## src/rtl/gpio_ioc_pkg.sv

```systemverilog
package gpio_ioc_pkg;

   typedef enum logic [1:0] {
      DRV_ACT_LOW  = 2'd0,
      DRV_ACT_HIGH = 2'd1,
      DRV_OD       = 2'd2,
      DRV_OD_ALT   = 2'd3
   } drv_mode_e;

   localparam int unsigned NUM_PORTS = 2;

   function automatic logic drive_is_od(input drv_mode_e m);
      return (m == DRV_OD) || (m == DRV_OD_ALT);
   endfunction

endpackage

```

## src/rtl/ioc_sync.sv

```systemverilog
module ioc_sync #(
   parameter int unsigned W      = 8,
   parameter int unsigned STAGES = 2
) (
   input  logic         clk,
   input  logic         rst_n,
   input  logic [W-1:0] d_i,
   output logic [W-1:0] q_o
);
   localparam int unsigned LAST = STAGES - 1;

   logic [W-1:0] stage_q [STAGES];

   generate
      if (STAGES < 2) begin : g_bad_stages
         $error("ioc_sync: STAGES must be at least 2");
      end
      for (genvar s = 0; s < STAGES; s++) begin : g_stage
         if (s == 0) begin : g_first
            always_ff @(posedge clk or negedge rst_n) begin
               if (!rst_n) stage_q[0] <= '0;
               else        stage_q[0] <= d_i;
            end
         end else begin : g_next
            always_ff @(posedge clk or negedge rst_n) begin
               if (!rst_n) stage_q[s] <= '0;
               else        stage_q[s] <= stage_q[s-1];
            end
         end
      end
   endgenerate

   assign q_o = stage_q[LAST];
endmodule

```

## src/rtl/ioc_port_unit.sv

```systemverilog
module ioc_port_unit #(
   parameter int unsigned W = 8
) (
   input  logic         clk,
   input  logic         rst_n,
   input  logic [W-1:0] pins_s_i,
   input  logic [W-1:0] dir_i,
   input  logic [W-1:0] ien_i,
   input  logic [W-1:0] csel_i,
   input  logic [W-1:0] dflt_i,
   input  logic         clr_sel_i,
   input  logic         rd_pin_done_i,
   input  logic         rd_cap_done_i,
   output logic         flag_o,
   output logic [W-1:0] cap_o
);
   logic [W-1:0] prev_q;
   logic [W-1:0] mism;
   logic         evt;
   logic         clr;
   logic         flag_q;
   logic [W-1:0] cap_q;

   generate
      if (W < 1) begin : g_bad_width
         $error("ioc_port_unit: W must be positive");
      end
      for (genvar b = 0; b < W; b++) begin : g_bit
         logic ref_bit;
         assign ref_bit = csel_i[b] ? dflt_i[b] : prev_q[b];
         assign mism[b] = dir_i[b] & ien_i[b] & (pins_s_i[b] ^ ref_bit);
      end
   endgenerate

   assign evt = |mism;
   assign clr = clr_sel_i ? rd_cap_done_i : rd_pin_done_i;

   always_ff @(posedge clk or negedge rst_n) begin
      if (!rst_n) prev_q <= '0;
      else        prev_q <= pins_s_i;
   end

   always_ff @(posedge clk or negedge rst_n) begin
      if (!rst_n) begin
         flag_q <= 1'b0;
         cap_q  <= '0;
      end else if (flag_q) begin
         if (clr) flag_q <= 1'b0;
      end else if (evt) begin
         flag_q <= 1'b1;
         cap_q  <= pins_s_i;
      end
   end

   assign flag_o = flag_q;
   assign cap_o  = cap_q;
endmodule

```

## src/rtl/ioc_out_drv.sv

```systemverilog
module ioc_out_drv
   import gpio_ioc_pkg::*;
(
   input  logic       own_flag_i,
   input  logic       peer_flag_i,
   input  logic       mirror_i,
   input  logic [1:0] mode_i,
   output logic       pad_o,
   output logic       pad_oe_o
);
   logic      active;
   drv_mode_e mode;

   assign mode   = drv_mode_e'(mode_i);
   assign active = own_flag_i | (mirror_i & peer_flag_i);

   always_comb begin
      pad_o    = 1'b0;
      pad_oe_o = 1'b1;
      if (drive_is_od(mode)) begin
         pad_o    = 1'b0;
         pad_oe_o = active;
      end else if (mode == DRV_ACT_HIGH) begin
         pad_o = active;
      end else begin
         pad_o = ~active;
      end
   end
endmodule

```

## src/rtl/gpio_ioc_ctrl.sv

```systemverilog
module gpio_ioc_ctrl
   import gpio_ioc_pkg::*;
#(
   parameter int unsigned PORT_W      = 8,
   parameter int unsigned SYNC_STAGES = 2
) (
   input  logic              clk,
   input  logic              rst_n,
   input  logic [PORT_W-1:0] pins_a_i,
   input  logic [PORT_W-1:0] pins_b_i,
   input  logic [PORT_W-1:0] dir_a_i,
   input  logic [PORT_W-1:0] dir_b_i,
   input  logic [PORT_W-1:0] ien_a_i,
   input  logic [PORT_W-1:0] ien_b_i,
   input  logic [PORT_W-1:0] csel_a_i,
   input  logic [PORT_W-1:0] csel_b_i,
   input  logic [PORT_W-1:0] dflt_a_i,
   input  logic [PORT_W-1:0] dflt_b_i,
   input  logic              mirror_i,
   input  logic              clr_sel_i,
   input  logic [1:0]        drv_mode_i,
   input  logic              rd_pin_a_done_i,
   input  logic              rd_cap_a_done_i,
   input  logic              rd_pin_b_done_i,
   input  logic              rd_cap_b_done_i,
   output logic [PORT_W-1:0] pinval_a_o,
   output logic [PORT_W-1:0] pinval_b_o,
   output logic [PORT_W-1:0] cap_a_o,
   output logic [PORT_W-1:0] cap_b_o,
   output logic              int_a_o,
   output logic              int_b_o,
   output logic              int_a_oe_o,
   output logic              int_b_oe_o
);
   localparam int unsigned NP = NUM_PORTS;

   logic [PORT_W-1:0] raw_v  [NP];
   logic [PORT_W-1:0] sync_v [NP];
   logic [PORT_W-1:0] dir_v  [NP];
   logic [PORT_W-1:0] ien_v  [NP];
   logic [PORT_W-1:0] csel_v [NP];
   logic [PORT_W-1:0] dflt_v [NP];
   logic [PORT_W-1:0] cap_v  [NP];
   logic [NP-1:0]     rdp_v;
   logic [NP-1:0]     rdc_v;
   logic [NP-1:0]     flag_v;
   logic [NP-1:0]     pad_v;
   logic [NP-1:0]     oe_v;
   logic              flag_a;
   logic              flag_b;

   assign raw_v[0]  = pins_a_i;
   assign raw_v[1]  = pins_b_i;
   assign dir_v[0]  = dir_a_i;
   assign dir_v[1]  = dir_b_i;
   assign ien_v[0]  = ien_a_i;
   assign ien_v[1]  = ien_b_i;
   assign csel_v[0] = csel_a_i;
   assign csel_v[1] = csel_b_i;
   assign dflt_v[0] = dflt_a_i;
   assign dflt_v[1] = dflt_b_i;
   assign rdp_v     = {rd_pin_b_done_i, rd_pin_a_done_i};
   assign rdc_v     = {rd_cap_b_done_i, rd_cap_a_done_i};

   generate
      if (PORT_W < 1 || PORT_W > 64) begin : g_bad_width
         $error("gpio_ioc_ctrl: PORT_W out of range");
      end
      if (NP != 2) begin : g_bad_ports
         $error("gpio_ioc_ctrl: exactly two ports supported");
      end
      for (genvar p = 0; p < NP; p++) begin : g_port
         ioc_sync #(.W(PORT_W), .STAGES(SYNC_STAGES)) u_sync (
            .clk   (clk),
            .rst_n (rst_n),
            .d_i   (raw_v[p]),
            .q_o   (sync_v[p])
         );
         ioc_port_unit #(.W(PORT_W)) u_unit (
            .clk           (clk),
            .rst_n         (rst_n),
            .pins_s_i      (sync_v[p]),
            .dir_i         (dir_v[p]),
            .ien_i         (ien_v[p]),
            .csel_i        (csel_v[p]),
            .dflt_i        (dflt_v[p]),
            .clr_sel_i     (clr_sel_i),
            .rd_pin_done_i (rdp_v[p]),
            .rd_cap_done_i (rdc_v[p]),
            .flag_o        (flag_v[p]),
            .cap_o         (cap_v[p])
         );
         ioc_out_drv u_drv (
            .own_flag_i  (flag_v[p]),
            .peer_flag_i (flag_v[NP-1-p]),
            .mirror_i    (mirror_i),
            .mode_i      (drv_mode_i),
            .pad_o       (pad_v[p]),
            .pad_oe_o    (oe_v[p])
         );
      end
   endgenerate

   assign flag_a     = flag_v[0];
   assign flag_b     = flag_v[1];
   assign pinval_a_o = sync_v[0];
   assign pinval_b_o = sync_v[1];
   assign cap_a_o    = cap_v[0];
   assign cap_b_o    = cap_v[1];
   assign int_a_o    = pad_v[0];
   assign int_b_o    = pad_v[1];
   assign int_a_oe_o = oe_v[0];
   assign int_b_oe_o = oe_v[1];
endmodule

```

## config.mk

```make
export PLATFORM = sky130hd
export DESIGN_NAME = gpio_ioc_ctrl
export DESIGN_NICKNAME = d
export VERILOG_FILES = /design/src/rtl/gpio_ioc_pkg.sv /design/src/rtl/ioc_sync.sv /design/src/rtl/ioc_port_unit.sv /design/src/rtl/ioc_out_drv.sv /design/src/rtl/gpio_ioc_ctrl.sv
export SDC_FILE = /design/constraint.sdc
export NUM_CORES = 1
export LEC_CHECK = 0
export ABC_CLOCK_PERIOD_IN_PS = 1850
export BUFFER_PORTS_ARGS = -buffer_cell sky130_fd_sc_hd__buf_2
export CAP_MARGIN = 10
export CORE_ASPECT_RATIO = 1.1
export CORE_UTILIZATION = 25
export CTS_CLUSTER_DIAMETER = 200
export DETAILED_ROUTE_END_ITERATION = 8
export PLACE_DENSITY = 0.53
export SYNTH_ARGS = -nofsm -noshare
export SYNTH_HDL_FRONTEND = slang
export SYNTH_SLANG_ARGS = --single-unit
```

## constraint.sdc

```tcl
create_clock -name clk -period 1.85 [get_ports clk]
set_clock_uncertainty 0.2 [all_clocks]
set_input_delay 0.4625 -clock clk [delete_from_list [all_inputs] [get_ports clk]]
set_output_delay 0.4625 -clock clk [all_outputs]
set_load 0.02 [all_outputs]
```

* Word level (Yosys, flattened, before mapping)
Index checks and enable logic that the tools add are counted.
Word-level totals: memories kept 0, output and inout bits 36, input bits 90, RAM bits 0, memory bits (read-only) 0, latch bits 0, bits in registers 66
Cells by class: bitwise operators 56, order comparisons 0, multiplexer cells 30, multiply operators 0, shift-type cells 0, reductions and logical operators 5, eq/ne operators 3, div/mod/pow operators 0, add/sub/neg operators 0
Operator list (count):
- $and 1x1->1 | 34
- $mux 1 | 30
- $reduce_or 8->1 | 2
- $xor 1x1->1 | 16
- $eq 2x2->1 const B | 2
- $not 1->1 | 4
- $reduce_and 2->1 | 2
- $eq 2x1->1 const B | 1
- $or 1x1->1 | 2
- $logic_or 1x1->1 | 1

* Longest topological paths before layout
depth in word-level cells 6, gate-level depth with buffers 5

* Hierarchy
From an unflattened synthesis, not the netlist that was laid out.
Second synthesis, totals: cell total of the unflattened synthesis 172, area, all modules 2637.5 sq um
Modules (own cells, without submodules):
- ioc_port_unit | area an instance 820.8 sq um, sequential area each 425.4 sq um, cells an instance 57, times used 2
- ioc_sync | area an instance 460.4 sq um, sequential area each 400.4 sq um, cells an instance 24, times used 2
- ioc_out_drv | area an instance 37.5 sq um, sequential area each 0.0 sq um, cells an instance 5, times used 2

* Worst setup path after synthesis
Ideal clock, no wire load.
path type input to register, start point input csel_a_i[2], end point register g_port[0].u_unit.cap_q[0], arrival 1.701 ns, setup slack -0.176 ns, cell stages on the path 5, path buffers 0, setup time 0.125 ns, cells stage by stage mux2i_1 -> xnor2_1 -> a2111oi_4 -> a41oi_4 -> mux2_2
On the way: cells in the longest elaborated chain, start to end 5
RTL lines:
- start, declared | RTL line gpio_ioc_ctrl.sv:15 | input logic [PORT_W-1:0] csel_a_i,
- $mux 1 | RTL line ioc_port_unit.sv:30 | assign ref_bit = csel_i[b] ? dflt_i[b] : prev_q[b];
- $xor 1x1->1 | RTL line ioc_port_unit.sv:31 | assign mism[b] = dir_i[b] & ien_i[b] & (pins_s_i[b] ^ ref_bit);
- $and 1x1->1 | RTL line ioc_port_unit.sv:31
- $reduce_or 8->1 | RTL line ioc_port_unit.sv:35 | assign evt = |mism;
- $reduce_and 2->1 (no line)
- end signal, assigned | RTL line ioc_port_unit.sv:51 | cap_q <= pins_s_i;
- end, declared | RTL line ioc_port_unit.sv:22 | logic [W-1:0] cap_q;
No other way between the ends. A chain may end at the register's enable or synchronous reset.

* Final worst setup path
start point register g_port[1].u_unit.prev_q[1], end point register g_port[1].u_unit.cap_q[6]
On the way: cells in the longest elaborated chain, start to end 5
RTL lines:
- start, declared | RTL line ioc_port_unit.sv:17 | logic [W-1:0] prev_q;
- start signal, assigned | RTL line ioc_port_unit.sv:40 | else prev_q <= pins_s_i;
- $mux 1 | RTL line ioc_port_unit.sv:30
- $xor 1x1->1 | RTL line ioc_port_unit.sv:31
- $and 1x1->1 | RTL line ioc_port_unit.sv:31
- $reduce_or 8->1 | RTL line ioc_port_unit.sv:35
- $reduce_and 2->1 (no line)
- end signal, assigned | RTL line ioc_port_unit.sv:51
- end, declared | RTL line ioc_port_unit.sv:22
No other way between the ends.

==> impl_metrics.py <==
metrics = {
    "run_status": {
        "status": "complete, but fails checks",
        "violations": "negative setup slack",
    },
    "timing": {
        "fmax_mhz": 495.3,
        "rsz0062_at_grt": "true",
        "period_share_pct": 109.1,
        "maxSlewViolCount": 0,
        "finalSetupViolations": 20,
        "hold_viol": 0,
        "tightest_slew_ns": 0.4452,
        "tns_ns": -2.667,
        "post-route-min-period_ns": 2.019,
        "setup_slack_ns": -0.1688,
        "max_slew_margin_pct": 70.32,
    },
    "logic_synthesis": {
        "synth.net_count": 260,
        "synth_warnings": 0,
        "ys_seq_elements": 66,
        "seq_area_frac_synth_pct": 63.40,
        "netlist_instances": 170,
        "netlist_area_um2": 2605,
        "synth.distinct_cells": 15,
        "syn_area_per_cell_um2": 15.32,
    },
    "power": {
        "ir_drop_mv": 0.3513,
        "total_leakage_power_nw": 1.804,
        "power.density_nw_per_um2": 1089,
    },
    "worst_setup_path": {
        "r2r_start": "g_port[1].u_unit.prev_q[1]",
        "cpMostUsedCell": "mux2i_1",
        "r2r_end": "g_port[1].u_unit.cap_o[6]",
        "cp.required_ns": 1.87,
        "crit_path_end_kind": "register",
        "reg2regPathDepth": 6,
        "start_kind": "register",
        "slowest_stage": "dfrtp_1",
        "worst-path-max-fanout": 4,
        "worstSetupPathType": "register to register",
        "cp_cell_sequence": "mux2i_1 > mux2i_1 > a2111oi_4 > a41oi_4 > buf_6 > mux2_2",
        "arrival_ns": 2.04,
        "ff2ff_setup_slack_ns": -0.17,
        "worst_path_largest_cell_delay_ns": 0.36,
    },
    "worst_hold_path": {
        "min_from": "pins_b_i[1]",
        "whs_endpoint": "g_port[1].u_sync.stage_q[9]",
        "worstHoldPathCells": 1,
        "hold_class": "input port to register",
    },
    "floorplanning": {
        "num_rows": 38,
        "core_um2": 9985,
        "die-width_um": 99.33,
        "dieArea_um2": 10830,
        "start_util_pct": 26.09,
        "io_pins": 126,
        "fp.dieH_um": 109.1,
    },
    "cts": {
        "insertion_delay_ns": 0.34,
        "cts.clk_slew.worst_paths_ns": 0.07,
        "cts_root_buf": "clkbuf_8",
        "cts-htree-levels": 3,
        "cts_tree": "yes",
        "cts_buffers": 9,
        "numClockSinks": 66,
        "cts_buffer_depth": 2,
    },
    "route": {
        "antenna_left": 0,
        "dr.pass1.iters": 2,
        "routed_via_density": 4.198,
        "drc_errors": 0,
        "drt_iter0_drc": 17,
        "wl_um": 5733,
        "route.vias.total": 1847,
        "post_drt_wl_per_cell_um": 13.03,
    },
    "placed_design": {
        "place_ws_ns": -0.4566,
        "dp.final_hpwl_um": 4613,
        "dp_cells": 422,
        "routabilityCongestion": 0.7270,
        "portBuffers": 125,
    },
    "global_routing": {
        "antenna_found_initial": 0,
        "grt_max_degree": 33,
        "grt_use_total_pct": 10.85,
        "grt_pass1_wl_um": 8721,
        "grt_overflow_total": 0,
        "grt_pass1_vias": 1841,
    },
    "final_layout": {
        "final_cells": 440,
        "fillers": 987,
        "layout-drive-gt1-share_pct": 60.31,
        "final_cell_mix": "122 x buf_2, 64 x dfrtp_1, 23 x mux2i_1, 21 x buf_4, 18 x mux2_2",
        "syn2layout_area_growth_pct": 44.09,
        "nets": 407,
        "final_common_cell": "buf_2",
        "diodes": 0,
    },
    "run": {
        "drv_cap": 0,
    },
}
worst max path at each step:
stage / from / endpoint / slack (ns)
6_report: g_port[1].u_unit.prev_q[1] / g_port[1].u_unit.cap_o[6] / -0.17
3_3_place_gp: csel_b_i[1] / g_port[1].u_unit.cap_o[3] / -0.43
2_1_floorplan: csel_a_i[3] / g_port[0].u_unit.cap_o[0] / -0.17
4_1_cts: g_port[0].u_unit.prev_q[3] / g_port[0].u_unit.cap_o[5] / -0.19
3_5_place_dp: csel_a_i[3] / g_port[0].u_unit.cap_o[5] / -0.46
5_1_grt: g_port[1].u_unit.prev_q[0] / g_port[1].u_unit.cap_o[1] / -0.28
worst max-delay path, delay by kind of cell (launching register included):
family / cells / cell delay (ns)
buf+inv: 1 / 0.15
flops: 1 / 0.36
compound gates: 2 / 0.37
mux: 3 / 0.81
what timing repair did:
item | in CTS | in global routing
gates resized for setup | 7 | 11
pin swaps | 3 | 3
hold buffers | 1 | 1
hold endpoints to repair | 14 | 1
gates cloned | 0 | 0
endpoints found under the setup margin | 20 | 22
setup buffers | 1 | 1
routing by layer:
| layer | vias up | share of wire [%] | GRT usage, % |
|---|---|---|---|
| met3 | 15 | 4.1 | 3.526 |
| met5 | - | 0 | 0 |
| li1 | 878 | - | - |
| met4 | 0 | 2.5 | 5.567 |
| met1 | 901 | 39 | 11.74 |
| met2 | 53 | 54 | 19.05 |
cells by family (layout without fill, tap and decap cells):
logic type | count (synthesis) | in the layout | share of synthesized area (%)
flops | 66 | 66 | 63.40
mux | 42 | 42 | 17.00
simple gates | 26 | 26 | 5.668
buf+inv | 16 | 166 | 4.611
xor+xnor | 12 | 12 | 4.035
compound gates | 8 | 8 | 5.283
flip-flops by register name (all words and copies together) (netlist names):
signal                 cells
g_port.u_sync.q_o         16
g_port.u_sync.stage_q     16
g_port.u_unit.cap_o       16
g_port.u_unit.flag_o       2
g_port.u_unit.prev_q      16
through the flow:
step / utilization [%] / instance area, um^2 / power [mW] / hold slack [ns]
2_1_floorplan: - / 2605 / 2.404 / -0.03309
3_3_place_gp: 34.64 / 3458 / 2.866 / 0.1320
3_5_place_dp: 34.64 / 3458 / 2.878 / 0.1355
4_1_cts: 36.97 / 3691 / 4.133 / 0.006452
5_1_grt: 37.59 / 3754 / 4.308 / 0.002739
6_report: 37.59 / 3754 / 4.089 / 0.02992
synth_stat cells:
master	count	share of area, %
nand3_1	10	1.9
mux2i_1	24	9.2
a21oi_1	2	0.38
buf_4	16	4.6
dfrtp_1	66	63
a41oi_4	2	2.1
a32oi_1	2	0.67
nand2_1	2	0.29
nand3b_1	6	1.7
xnor2_1	12	4.0
mux2_2	18	7.8
a2111oi_4	2	2.1
nor2_1	2	0.29
nand4_1	2	0.48
and2_0	4	0.96
power breakdown:
group / leakage, nW / internal, mW / switching, mW
Clock: 0.0946 / 0.682 / 0.509
Combinational: 0.942 / 0.541 / 0.569
Sequential: 0.767 / 1.66 / 0.124
Total: 1.80 / 2.89 / 1.20
final cells by class:
| cell class | instances | area (um^2) | area share [%] |
|---|---|---|---|
| sequential | 66 | 1654 | 44.07 |
| timing repair buffer | 152 | 884.6 | 23.57 |
| multi-input combinational | 88 | 872.1 | 23.23 |
| clock buffer | 12 | 155.1 | 4.133 |
| tap | 120 | 150.1 | 4.000 |
| clock inverter | 2 | 37.54 | 1.000 |
(Power assumes the default switching activity.)
